File: config.mk
export PLATFORM = sky130hd
export DESIGN_NAME = dbus_park_ctrl
export DESIGN_NICKNAME = d
export VERILOG_FILES = /design/src/rtl/dbp_pkg.sv /design/src/rtl/dbp_value_reg.sv /design/src/rtl/dbp_fsm.sv /design/src/rtl/dbus_park_ctrl.sv
export SDC_FILE = /design/constraint.sdc
export NUM_CORES = 1
export LEC_CHECK = 0
export ABC_AREA = 1
export BUFFER_PORTS_ARGS = -buffer_cell sky130_fd_sc_hd__buf_2
export CORE_MARGIN = 2
export CORE_UTILIZATION = 37
export DETAILED_ROUTE_END_ITERATION = 10
export PLACE_DENSITY = 0.65
export SYNTH_ARGS = -nofsm -noshare
export SYNTH_HDL_FRONTEND = slang
export SYNTH_SLANG_ARGS = --single-unit
File: constraint.sdc
create_clock -name clk -period 1.4 [get_ports clk]
set_input_delay 0.28 -clock clk [delete_from_list [all_inputs] [get_ports clk]]
set_output_delay 0.28 -clock clk [all_outputs]
set_load 0.03 [all_outputs]
File: src/rtl/dbp_pkg.sv
package dbp_pkg;
  typedef enum logic [1:0] {
    ST_PARK  = 2'd0,
    ST_RDNRM = 2'd1,
    ST_RDSR  = 2'd2,
    ST_FLOAT = 2'd3
  } dbp_state_t;
endpackage

File: src/rtl/dbp_value_reg.sv
module dbp_value_reg #(
  parameter int DW = 16
) (
  input  logic          clk,
  input  logic          rst,
  input  logic          load,
  input  logic [DW-1:0] din,
  output logic [DW-1:0] dout
);
  always_ff @(posedge clk) begin
    if (rst)       dout <= '0;
    else if (load) dout <= din;
  end
endmodule

File: src/rtl/dbp_fsm.sv
module dbp_fsm
  import dbp_pkg::*;
(
  input  logic       clk,
  input  logic       rst,
  input  logic       wr_beat,
  input  logic       rd_start,
  input  logic       rd_async,
  input  logic       rd_last,
  input  logic       self_refresh,
  output dbp_state_t state,
  output logic       oe
);
  dbp_state_t nxt;

  always_comb begin
    nxt = state;
    unique case (state)
      ST_PARK: begin
        if (rd_start) nxt = (rd_async && self_refresh) ? ST_RDSR : ST_RDNRM;
      end
      ST_RDNRM: begin
        if (rd_last) nxt = ST_PARK;
      end
      ST_RDSR: begin
        if (rd_last) nxt = ST_FLOAT;
      end
      ST_FLOAT: begin
        if (rd_start)                     nxt = (rd_async && self_refresh) ? ST_RDSR : ST_RDNRM;
        else if (wr_beat || !self_refresh) nxt = ST_PARK;
      end
      default: nxt = ST_PARK;
    endcase
  end

  always_ff @(posedge clk) begin
    if (rst) begin
      state <= ST_PARK;
      oe    <= 1'b1;
    end else begin
      state <= nxt;
      oe    <= (nxt == ST_PARK);
    end
  end
endmodule

File: src/rtl/dbus_park_ctrl.sv
module dbus_park_ctrl
  import dbp_pkg::*;
#(
  parameter int DATA_W = 16
) (
  input  logic              clk,
  input  logic              rst,
  input  logic              wr_beat,
  input  logic [DATA_W-1:0] wr_data,
  input  logic              rd_start,
  input  logic              rd_async,
  input  logic              rd_last,
  input  logic              self_refresh,
  output logic              bus_oe,
  output logic [DATA_W-1:0] bus_dout
);
  dbp_state_t st;

  dbp_fsm u_fsm (
    .clk          (clk),
    .rst          (rst),
    .wr_beat      (wr_beat),
    .rd_start     (rd_start),
    .rd_async     (rd_async),
    .rd_last      (rd_last),
    .self_refresh (self_refresh),
    .state        (st),
    .oe           (bus_oe)
  );

  dbp_value_reg #(.DW(DATA_W)) u_val (
    .clk  (clk),
    .rst  (rst),
    .load (wr_beat),
    .din  (wr_data),
    .dout (bus_dout)
  );
endmodule

==> results by group, run 1 <==
Worst setup path
  • Cell class contributing the biggest share of worst-path delay: flip-flops
  • Worst stage delay on the critical path: 0.34 ns
  • Largest fanout of any net on the critical path: 2
  • Cell type of the slowest stage on the worst timing path: sky130_fd_sc_hd__dfxtp_1
  • Critical path depth: 1
  • CP Data Arrival Time: 0.82 ns
  • Worst R2R End: u_fsm.oe$_SDFF_PP1_
  • Kind of start point of the critical path: flip-flop
  • Type of destination of the critical path: output port
  • Req. time, crit path: 1.12 ns
  • Critical Path Source: u_val.dout[2]$_SDFFE_PP0P_
  • Worst reg2reg setup slack: 0.52 ns
  • Combined buffer and inverter count along the critical path: 1
  • Reg2Reg Launch Point: u_fsm.state[1]$_SDFF_PP0_
  • Critical Setup Path Class: flip-flop to output port
  • Cell Chain, Critical Path: buf_2
  • Capture point of the worst path: bus_dout[2]
  • Number of cells on the worst reg-to-reg path: 7

Placement
  • DP HPWL: 1.16 mm
  • DP Area: 932 um^2
  • Placed instance count: 160
  • Routability Congestion: 0.685
  • Port buffer count: 39

Flow run
  • Number of violations of the max-capacitance limit: 0

Clock tree
  • Clock H-tree levels: 1
  • Bufs on Longest Clock Path: 2
  • Total of cells resized after clock tree synthesis: 0
  • CTS tree: built
  • Sink count of the clock tree: 19
  • Clk slew on worst S/H paths: 0.10 ns
  • Clock root cell: sky130_fd_sc_hd__clkbuf_4
  • Skew-Pair Late Insertion Delay: approximately 0.28 ns
  • Hold Buf Count CTS: 0
  • Cts bufs inserted: 3
  • Number of buffers added for setup after CTS: 0

Power and ir drop
  • Logic pwr share: ~21%
  • Proportion of power drawn by flip-flops and latches: between 50 and 60%
  • Switching power share of the total: 29.0%
  • Switching pwr: between 0.0003 and 0.0004 W
  • Power density cells: 1130 nW/um^2
  • Static Leak: 0.533 nW
  • Clk pwr share: 24.0%
  • Cell Int Power: 0.000768 W
  • Maximum vdd ir drop: 0.729 mV

Logic synthesis
  • Post-synth net total: 120
  • Netlist area before placement: 704 um^2
  • Average instance area after synthesis: 7.26 um^2
  • Area share of the largest cell type after synthesis: between 50% and 60%
  • Synthesized netlist cell count: 97
  • Count of yosys warnings during synthesis: 0
  • Count of cell types in the netlist: 11
  • Largest cells by area after synthesis: sky130_fd_sc_hd__dfxtp_1 (54%), sky130_fd_sc_hd__nor2_1 (19%), sky130_fd_sc_hd__o21ai_0 (11%), sky130_fd_sc_hd__nand2_1 (6.9%), sky130_fd_sc_hd__inv_1 (4.3%)
  • Sequential-to-total area share from yosys stat: 54.0%
  • Cell type contributing the most total cell area after synthesis: sky130_fd_sc_hd__dfxtp_1
  • Flop and latch count out of synthesis: 19

Floorplan
  • Placeable Area: roughly 1800 um^2
  • Starting density of the core: 39.9%
  • Area of the die: 2270 um^2
  • Total number of placement rows: 15
  • Horizontal die dimension: 47.6 um
  • Boundary pin count: 40
  • Vert. Die Dim: 47.6 um

Global routing
  • Number of global-route vias before repair: 600
  • Antenna violations before repair: 0
  • Maximum number of pins on one net before global-route repair: 18
  • Global-route wire length before repair: ~2.4 mm
  • Aggregate global routing overflow: 0
  • All-layer global routing usage: 14.8%

STA
  • Fin crit period: 1.10 ns
  • Count of final max-slew check failures: 0
  • RSZ-0062 raised after global routing: false
  • Final number of hold-violating endpoints: 0
  • Hold WS: roughly 0.22 ns
  • Total negative setup slack: 0 ns
  • Final worst clock skew: 0.0000863 ns
  • Portion of the clock cycle consumed by the worst path in the final layout: 78.6%
  • Max transition margin: 83.2%
  • Final setup violating endpoints: 0
  • Highest achievable clock rate: 0.909 GHz
  • Worst-Margin Slew: 0.251 ns

Run status
  • Outcome: completed

Final layout
  • Final net count: 163
  • Final antenna diode count: 0
  • Post-layout utilization of the core: 54.3%
  • Sequential cell area: 380 um^2
  • Non-filler cells, final: 164
  • Area of the multi-input gates: between 200 and 300 um^2
  • Final-layout fill cell count: 188
  • Layout area overhead: 36.1%
  • Cell area after layout: roughly 960 um^2
  • Ratio of cells with drive above 1 in the final layout: 33.1%

Detailed routing
  • # DRC: 0
  • First-pass DRT Iterations: 2
  • Via count: about 730
  • Wire length after detailed routing: 1.53 mm
  • Post-detailed-route wirelength per cell: 9.33 um
  • Via density per instance: roughly 4.5
  • Initial detailed-routing violation count: 3
  • Residual antenna-violating net count after detailed routing: 0

Min path
  • Count of cells along the worst hold path: 3
  • Class of the worst hold path: input pin to flip-flop
-- worst min-delay path: cells and delay by family --
| kind | cells | cell delay (ns) |
|---|---|---|
| buf+inv | 1 | 0.08 |
| simple gates | 2 | 0.11 |
-- synthesized netlist by cell type --
| cell | number |
|---|---|
| sky130_fd_sc_hd__clkbuf_1 | 1 |
| sky130_fd_sc_hd__nand4_1 | 1 |
| sky130_fd_sc_hd__inv_2 | 1 |
| sky130_fd_sc_hd__nand2_1 | 13 |
| sky130_fd_sc_hd__inv_1 | 8 |
| sky130_fd_sc_hd__clkbuf_2 | 1 |
| sky130_fd_sc_hd__nor2_1 | 35 |
| sky130_fd_sc_hd__buf_2 | 1 |
| sky130_fd_sc_hd__nand3_2 | 1 |
| sky130_fd_sc_hd__o21ai_0 | 16 |
| sky130_fd_sc_hd__dfxtp_1 | 19 |
-- metrics by stage --
step                total power (W)  setup WS, ns
floorplan                  0.000751         0.533
global placement           0.000834         0.337
detailed placement         0.000836         0.327
CTS                         0.00110         0.281
global route                0.00115         0.232
finish                      0.00108         0.300
-- power groups by stage --
stage	Clock (W)	Sequential, W	Combinational [W]
after global routing	0.000304	0.000604	0.000246
final	0.000260	0.000598	0.000224
after floorplan	0	0.000681	0.0000704
after detailed placement	0	0.000611	0.000225
after global placement	0	0.000610	0.000224
after CTS	0.000276	0.000599	0.000226
-- area by class of cell --
class | count | area share, %
inverter | 9 | 3.52
multi-input combinational | 66 | 28.9
sequential | 19 | 39.7
tap | 25 | 3.26
clock buffer | 4 | 2.74
timing repair buffer | 41 | 21.9
-- state kept, by name, summed over array words and instances, names as in the netlist --
| signal | count |
|---|---|
| u_fsm.oe | 1 |
| u_fsm.state | 2 |
| u_val.dout | 16 |
-- worst min path at each step --
stage	slack (ns)	endpoint	start
CTS	0.21	u_val.dout[7]$_SDFFE_PP0P_	wr_data[7]
global placement	0.48	u_val.dout[3]$_SDFFE_PP0P_	u_val.dout[3]$_SDFFE_PP0P_
finish	0.22	u_val.dout[7]$_SDFFE_PP0P_	wr_data[7]
detailed placement	0.48	u_val.dout[6]$_SDFFE_PP0P_	u_val.dout[6]$_SDFFE_PP0P_
global route	0.21	u_val.dout[13]$_SDFFE_PP0P_	wr_data[13]
floorplan	0.41	u_val.dout[15]$_SDFFE_PP0P_	wr_data[15]
-- cell usage in the layout (no fill, tap or decap) --
cell type / n
sky130_fd_sc_hd__buf_2: 39
sky130_fd_sc_hd__buf_4: 2
sky130_fd_sc_hd__clkbuf_1: 1
sky130_fd_sc_hd__clkbuf_4: 3
sky130_fd_sc_hd__dfxtp_1: 19
sky130_fd_sc_hd__inv_1: 8
sky130_fd_sc_hd__inv_2: 1
sky130_fd_sc_hd__nand2_1: 13
sky130_fd_sc_hd__nand3_2: 1
sky130_fd_sc_hd__nand4_1: 1
sky130_fd_sc_hd__nor2_1: 35
sky130_fd_sc_hd__o21ai_0: 16
-- kinds of logic after synthesis --
kind of cell           synth area share, %
AND/OR/NAND/NOR                       27.9
flip-flops                            54.0
buffers and inverters                 6.75
AO/OA/AOI/OAI                         11.4
-- layer usage --
layer  global-route usage, %  vias up  routed length (um)  share of wire (%)
met3                    2.64        2                  93                6.1
met2                    24.3       19                 743                 49
met1                    18.3      328                 675                 44
met4                    8.11        0                  18                1.2
met5                       0        -                   0                  0
li1                        -      385                   -                  -
Note: power is estimated with default switching activity, not from simulation.
==> inputs of run 2 (changes only) <==
--- a/config.mk
+++ b/config.mk
@@ -10,7 +10,7 @@
 export CORE_MARGIN = 2
 export CORE_UTILIZATION = 37
 export DETAILED_ROUTE_END_ITERATION = 10
-export PLACE_DENSITY = 0.65
+export PLACE_DENSITY = 0.68
 export SYNTH_ARGS = -nofsm -noshare
 export SYNTH_HDL_FRONTEND = slang
 export SYNTH_SLANG_ARGS = --single-unit
==> constraint.sdc (replaced) <==
create_clock -name clk -period 0.92 [get_ports clk]
set_input_delay 0.184 -clock clk [delete_from_list [all_inputs] [get_ports clk]]
set_output_delay 0.184 -clock clk [all_outputs]
set_load 0.03 [all_outputs]
==> run 2 against run 1 <==
The flow now finishes with violations (setup timing); wire length is 12% higher; sequential share of layout area is 3.9 points lower; first-iteration DRC count is 33% lower; utilization is 9.6 points higher; hold slack worse by 0.097 ns; final area is 18% higher; register-to-register slack worse by 0.47 ns; flip-flop and latch count stayed put; non-clock buffer count is 5 higher; sequential power is 57% higher; global-route usage is 2.3 points higher; critical path type unchanged.
==> results by group, run 2 (synthesized netlist as in run 1, its figures left out) <==
Detailed routing
  • Initial detailed-routing violation count: 2
  • Via count: around 740
  • Wire length after detailed routing: 1.72 mm
  • First-pass DRT Iterations: 4
  • # DRC: 0
  • Post-detailed-route wirelength per cell: 10.2 um
  • Residual antenna-violating net count after detailed routing: 0
  • Via density per instance: 4.40

STA
  • Final number of hold-violating endpoints: 0
  • Final worst clock skew: 0.0000549 ns
  • Max transition margin: 88.7%
  • Hold WS: 0.118 ns
  • Final setup violating endpoints: 17
  • Fin crit period: 0.948 ns
  • Worst-Margin Slew: roughly 0.17 ns
  • Final Worst Setup Slack: -0.0277 ns
  • Count of final max-slew check failures: 0
  • Portion of the clock cycle consumed by the worst path in the final layout: 103%
  • Highest achievable clock rate: approximately 1.1 GHz
  • RSZ-0062 raised after global routing: true

Global routing
  • Number of global-route vias before repair: 713
  • Aggregate global routing overflow: 0
  • Antenna violations before repair: 0
  • Global-route wire length before repair: ~2.8 mm
  • Maximum number of pins on one net before global-route repair: 11
  • All-layer global routing usage: between 15 and 20%

Clock tree
  • Bufs on Longest Clock Path: 2
  • Sink count of the clock tree: 19
  • Hold Buf Count CTS: 0
  • CTS tree: built
  • Cts bufs inserted: 3
  • Clk slew on worst S/H paths: ~0.10 ns
  • Clock H-tree levels: 1
  • Skew-Pair Late Insertion Delay: 0.28 ns
  • Clock root cell: sky130_fd_sc_hd__clkbuf_4

Worst setup path
  • Largest fanout of any net on the critical path: 2
  • Combined buffer and inverter count along the critical path: 1
  • Cell Chain, Critical Path: buf_6
  • Critical Setup Path Class: flip-flop to output port
  • Cell class contributing the biggest share of worst-path delay: flip-flops
  • Type of destination of the critical path: output port
  • Req. time, crit path: 0.74 ns
  • Kind of start point of the critical path: flip-flop
  • Worst stage delay on the critical path: 0.35 ns
  • CP Data Arrival Time: roughly 0.76 ns
  • Cell type of the slowest stage on the worst timing path: sky130_fd_sc_hd__dfxtp_2

Floorplan
  • Vert. Die Dim: 47.6 um
  • Horizontal die dimension: around 48 um
  • Starting density of the core: between 30% and 40%
  • Placeable Area: 1760 um^2
  • Total number of placement rows: 15
  • Boundary pin count: 40
  • Area of the die: 2270 um^2

Power and ir drop
  • Static Leak: 0.586 nW
  • Overall power after layout: about 0.0018 W
  • Power density cells: approximately 1600 nW/um^2
  • Maximum vdd ir drop: about 0.96 mV

Final layout
  • Highest-count cells in the layout ignoring fill and taps: sky130_fd_sc_hd__nor2_1 (35), sky130_fd_sc_hd__buf_2 (22), sky130_fd_sc_hd__dfxtp_2 (18)
  • Post-layout utilization of the core: 63.9%
  • Final-layout fill cell count: 176
  • Regs by FF count: u_val.dout (16), u_fsm.state (2), u_fsm.oe (1)
  • Reg with most FFs: u_val.dout
  • Largest register FFs: 16
  • Layout area overhead: 60.0%
  • Final net count: roughly 170
  • Ratio of cells with drive above 1 in the final layout: 48.6%
  • Cell area after layout: between 1000 and 1500 um^2
  • Final antenna diode count: 0
  • Commonest non-fill, non-tap cell in the layout: sky130_fd_sc_hd__nor2_1

Placement
  • Port buffer count: 39
  • DP HPWL: 1.25 mm
  • DP Area: around 960 um^2
  • Routability Congestion: between 0.7 and 0.8

Run status
  • Outcome: finished, violations left
  • Failing checks: setup timing

Flow run
  • Number of violations of the max-capacitance limit: 0

Min path
  • Class of the worst hold path: input pin to flip-flop
-- run 2: cell count changes in the layout (fill, tap and decap cells not counted), sizes merged --
cell  change
buf       +5
-- run 2: final cells by class --
type,instances,area [um^2],area share [%]
clock buffer,4,26.3,2.33
multi-input combinational,66,279,24.8
timing repair buffer,46,354,31.4
inverter,9,33.8,3.00
tap,25,31.3,2.77
sequential,19,403,35.7
-- run 2: through the flow --
step	setup WS [ns]	instances	setup TNS, ns
after detailed placement	0.0355	164	0
after global routing	-0.0584	169	-0.855
after floorplan	0.111	97	0
final	-0.0277	169	-0.303
after CTS	-0.0321	168	-0.425
after global placement	0.0443	164	0
-- run 2: power by group --
group	leakage [nW]	switching [W]	internal [W]
Sequential	0.163	0.0000406	0.000895
Combinational	0.408	0.000231	0.000195
Clock	0.0150	0.000234	0.000168
Total	0.586	0.000506	0.00126
-- run 2: worst paths after layout --
kind / startpoint / to / slack [ns] / depth (start not counted)
setup / recovery: u_val.dout[10]$_SDFFE_PP0P_ / bus_dout[10] / -0.03 / 1
hold reg to reg: u_val.dout[2]$_SDFFE_PP0P_ / u_val.dout[2]$_SDFFE_PP0P_ / 0.51 / 2
setup reg to reg: u_fsm.state[1]$_SDFF_PP0_ / u_fsm.oe$_SDFF_PP1_ / 0.05 / 8
hold / removal: wr_data[8] / u_val.dout[8]$_SDFFE_PP0P_ / 0.12 / 3
-- run 2: routing by layer --
metal  vias up  GRT usage [%]  wire (um)
met5         -              0          0
met4         0           4.86         12
met3         2           3.02         89
met2        18           31.9        866
met1       333           20.0        751
li1        391              -          -
-- run 2: what timing repair did --
action,in CTS,in global routing
pin swaps,0,0
gates cloned,0,0
gates resized for setup,51,2
setup endpoints to repair,17,18
setup buffers,0,1
==> inputs of run 3 (changes only) <==
--- a/config.mk
+++ b/config.mk
@@ -5,12 +5,13 @@
 export SDC_FILE = /design/constraint.sdc
 export NUM_CORES = 1
 export LEC_CHECK = 0
-export ABC_AREA = 1
 export BUFFER_PORTS_ARGS = -buffer_cell sky130_fd_sc_hd__buf_2
 export CORE_MARGIN = 2
 export CORE_UTILIZATION = 37
 export DETAILED_ROUTE_END_ITERATION = 10
-export PLACE_DENSITY = 0.68
+export GPL_TIMING_DRIVEN = 0
+export MAX_ROUTING_LAYER = met4
+export PLACE_DENSITY = 0.67
 export SYNTH_ARGS = -nofsm -noshare
 export SYNTH_HDL_FRONTEND = slang
 export SYNTH_SLANG_ARGS = --single-unit
==> run 3 against run 2 <==
The flow still finishes with violations (setup timing); area after synthesis increased by 2.5%; final area decreased by 2.1%; global-route usage decreased by 2.9 points; clock power increased by 2%; critical path type is now flip-flop to flip-flop; via count decreased by 16%; die area increased by 2.3%; final cell count decreased by 19%; critical endpoint is now u_fsm.state[0]$_SDFF_PP0_; critical path depth increased by 3; setup slack got worse by 0.12 ns.
==> results by group, run 3 <==
Logic synthesis
  • Synthesized netlist cell count: 70
  • Flop and latch count out of synthesis: 19
  • Cell type contributing the most total cell area after synthesis: sky130_fd_sc_hd__dfxtp_1
  • Netlist area before placement: between 700 and 800 um^2
  • Post-synth net total: 93
  • Sequential-to-total area share from yosys stat: ~53%
  • Largest cells by area after synthesis: sky130_fd_sc_hd__dfxtp_1 (53%), sky130_fd_sc_hd__mux2i_1 (22%), sky130_fd_sc_hd__nor2_1 (9.4%), sky130_fd_sc_hd__a31oi_1 (2.6%), sky130_fd_sc_hd__nor2b_1 (1.7%)
  • Number of flops mapped to enable cells by yosys: 0
  • FFs w/ async S/R, synth: 0%
  • Main flop type after synthesis: sky130_fd_sc_hd__dfxtp_1
  • Count of yosys warnings during synthesis: 0
  • Area share of the largest cell type after synthesis: 52.7%
  • Ranking of synthesized cells by instance count: sky130_fd_sc_hd__dfxtp_1 (19), sky130_fd_sc_hd__nor2_1 (18), sky130_fd_sc_hd__mux2i_1 (16)
  • Count of cell types in the netlist: 15
  • Most frequent cell after synthesis: sky130_fd_sc_hd__dfxtp_1
  • Average instance area after synthesis: between 10 and 15 um^2

Worst setup path
  • Cell Chain, Critical Path: mux2_2 -> a31oi_1 -> a31oi_1 -> nor2b_1
  • Worst stage delay on the critical path: 0.35 ns
  • CP Data Arrival Time: 1.26 ns
  • Critical Setup Path Class: flip-flop to flip-flop
  • Largest fanout of any net on the critical path: 4
  • Cell type of the slowest stage on the worst timing path: sky130_fd_sc_hd__dfxtp_2
  • Number of cells on the worst reg-to-reg path: 4
  • Req. time, crit path: 1.11 ns
  • Dominant cell type by count on the critical path: sky130_fd_sc_hd__a31oi_1
  • Type of destination of the critical path: flip-flop
  • Kind of start point of the critical path: flip-flop

Final layout
  • Commonest non-fill, non-tap cell in the layout: sky130_fd_sc_hd__buf_2
  • Non-filler cells, final: 137
  • Cell area after layout: 1100 um^2
  • Reg with most FFs: u_val.dout
  • Final net count: between 100 and 150
  • Final antenna diode count: 0
  • Ratio of cells with drive above 1 in the final layout: between 50 and 60%
  • Regs by FF count: u_val.dout (16), u_fsm.state (2), u_fsm.oe (1)
  • Layout area overhead: 52.9%
  • Largest register FFs: 16
  • Post-layout utilization of the core: 61.9%
  • Highest-count cells in the layout ignoring fill and taps: sky130_fd_sc_hd__buf_2 (20), sky130_fd_sc_hd__dfxtp_2 (19), sky130_fd_sc_hd__buf_6 (18), sky130_fd_sc_hd__nor2_1 (18), sky130_fd_sc_hd__mux2i_1 (16)

Power and ir drop
  • Maximum vdd ir drop: 0.941 mV
  • Power density cells: around 1600 nW/um^2
  • Switching power share of the total: between 20% and 30%
  • Cell Int Power: 0.00124 W
  • Clk pwr share: between 20% and 30%
  • Static Leak: 0.540 nW
  • Logic pwr share: ~23%
  • Overall power after layout: 0.00172 W
  • Proportion of power drawn by flip-flops and latches: 53.6%
  • Switching pwr: 0.000484 W

STA
  • Final Worst Setup Slack: -0.146 ns
  • Count of final max-slew check failures: 0
  • Final setup violating endpoints: 19
  • Fin crit period: ~1.1 ns
  • Worst-Margin Slew: 0.374 ns
  • Final number of hold-violating endpoints: 0
  • Highest achievable clock rate: around 0.94 GHz
  • RSZ-0062 raised after global routing: true
  • Portion of the clock cycle consumed by the worst path in the final layout: 116%
  • Max transition margin: between 70% and 80%
  • Final worst clock skew: 0.0114 ns

Floorplan
  • Horizontal die dimension: just under 50 um
  • Vert. Die Dim: around 48 um
  • Total number of placement rows: 15
  • Boundary pin count: 40
  • Starting density of the core: 40.5%
  • Placeable Area: 1780 um^2
  • Area of the die: about 2300 um^2

Detailed routing
  • Via density per instance: 4.56
  • Initial detailed-routing violation count: 3
  • # DRC: 0
  • Post-detailed-route wirelength per cell: between 10 and 15 um
  • Via count: 625
  • Residual antenna-violating net count after detailed routing: 0
  • First-pass DRT Iterations: 4
  • Wire length after detailed routing: roughly 1.5 mm

Placement
  • DP Area: roughly 940 um^2
  • Routability Congestion: 0.659
  • DP HPWL: 1.10 mm
  • Placed instance count: 132
  • Port buffer count: 37

Clock tree
  • Clock H-tree levels: 1
  • Bufs on Longest Clock Path: 2
  • Skew-Pair Late Insertion Delay: 0.29 ns
  • Clock root cell: sky130_fd_sc_hd__clkbuf_4
  • CTS tree: built
  • Clk slew on worst S/H paths: 0.11 ns
  • Sink count of the clock tree: 19
  • Cts bufs inserted: 3

Global routing
  • GR Util met2: about 22%
  • Aggregate global routing overflow: 0
  • All-layer global routing usage: 14.2%
  • Met1 usage: 17.9%
  • Maximum number of pins on one net before global-route repair: 12
  • Antenna violations before repair: 0
  • Met3 Use GR: 2.22%
  • Number of global-route vias before repair: between 500 and 600
  • Global-route layer with the greatest usage: met2
  • Global-route wire length before repair: 2.24 mm

Run status
  • Failing checks: setup timing
  • Outcome: finished, violations left

Min path
  • Count of cells along the worst hold path: 3
  • Class of the worst hold path: input pin to flip-flop

Flow run
  • Number of violations of the max-capacitance limit: 0
-- run 3: critical path: cells and delay by family (launching register included) --
kind               cells  cell delay (ns)
AOI/OAI and AO/OA      2             0.22
DFF                    1             0.35
and+or+nand+nor        1             0.14
muxes                  1             0.26
-- run 3: cells by family after synthesis --
kind of cell | after synthesis | synth area share [%]
simple gates | 23 | 13.9
flops | 19 | 52.7
buf+inv | 4 | 3.81
mux | 17 | 23.7
compound gates | 7 | 5.89
-- run 3: timing repair --
action | 4_1_cts | 5_1_grt
setup endpoints to repair | 19 | 20
gates resized for setup | 52 | 0
hold buffers | 0 | 0
buffers inserted | 1 | 0
pin swaps | 1 | 0
-- run 3: area by class of cell --
cell class                 count  area [um^2]
timing repair buffer          38          299
multi-input combinational     47          314
sequential                    19          404
buffer                         4         27.5
fill                         180          679
tap                           25         31.3
clock buffer                   3         22.5
clock inverter                 1         5.00
-- run 3: layer usage --
metal  part of all wire, %  vias to the layer above
li1                      -                      319
met1                    41                      285
met2                    52                       19
met3                   5.1                        2
met4                   1.3                        0
met5                     0                        -
-- run 3: per-stage QoR --
stage / worst slack (ns) / setup TNS [ns] / hold slack, ns
after floorplan: -0.0698 / -0.0717 / 0.331
after global placement: -0.117 / -0.977 / 0.416
after detailed placement: -0.143 / -0.800 / 0.430
after CTS: -0.146 / -0.839 / 0.124
after global routing: -0.185 / -1.38 / 0.132
final: -0.146 / -0.735 / 0.122
-- run 3: final timing paths --
| check | endpoint | startpoint | slack [ns] |
|---|---|---|---|
| worst max-delay path | u_fsm.state[0]$_SDFF_PP0_ | u_fsm.state[0]$_SDFF_PP0_ | -0.15 |
| worst min-delay path | u_val.dout[8]$_SDFFE_PP0P_ | wr_data[8] | 0.12 |
| worst max register to register | u_fsm.state[0]$_SDFF_PP0_ | u_fsm.state[0]$_SDFF_PP0_ | -0.15 |
| worst min register to register | u_val.dout[1]$_SDFFE_PP0P_ | u_val.dout[1]$_SDFFE_PP0P_ | 0.50 |
-- run 3: power by group through the flow --
stage | Sequential (W) | Combinational [W] | Clock, W
global placement | 0.000920 | 0.000328 | 0
finish | 0.000924 | 0.000391 | 0.000409
detailed placement | 0.000923 | 0.000334 | 0
floorplan | 0.00102 | 0.000127 | 0
CTS | 0.000925 | 0.000394 | 0.000418
global route | 0.000930 | 0.000423 | 0.000448
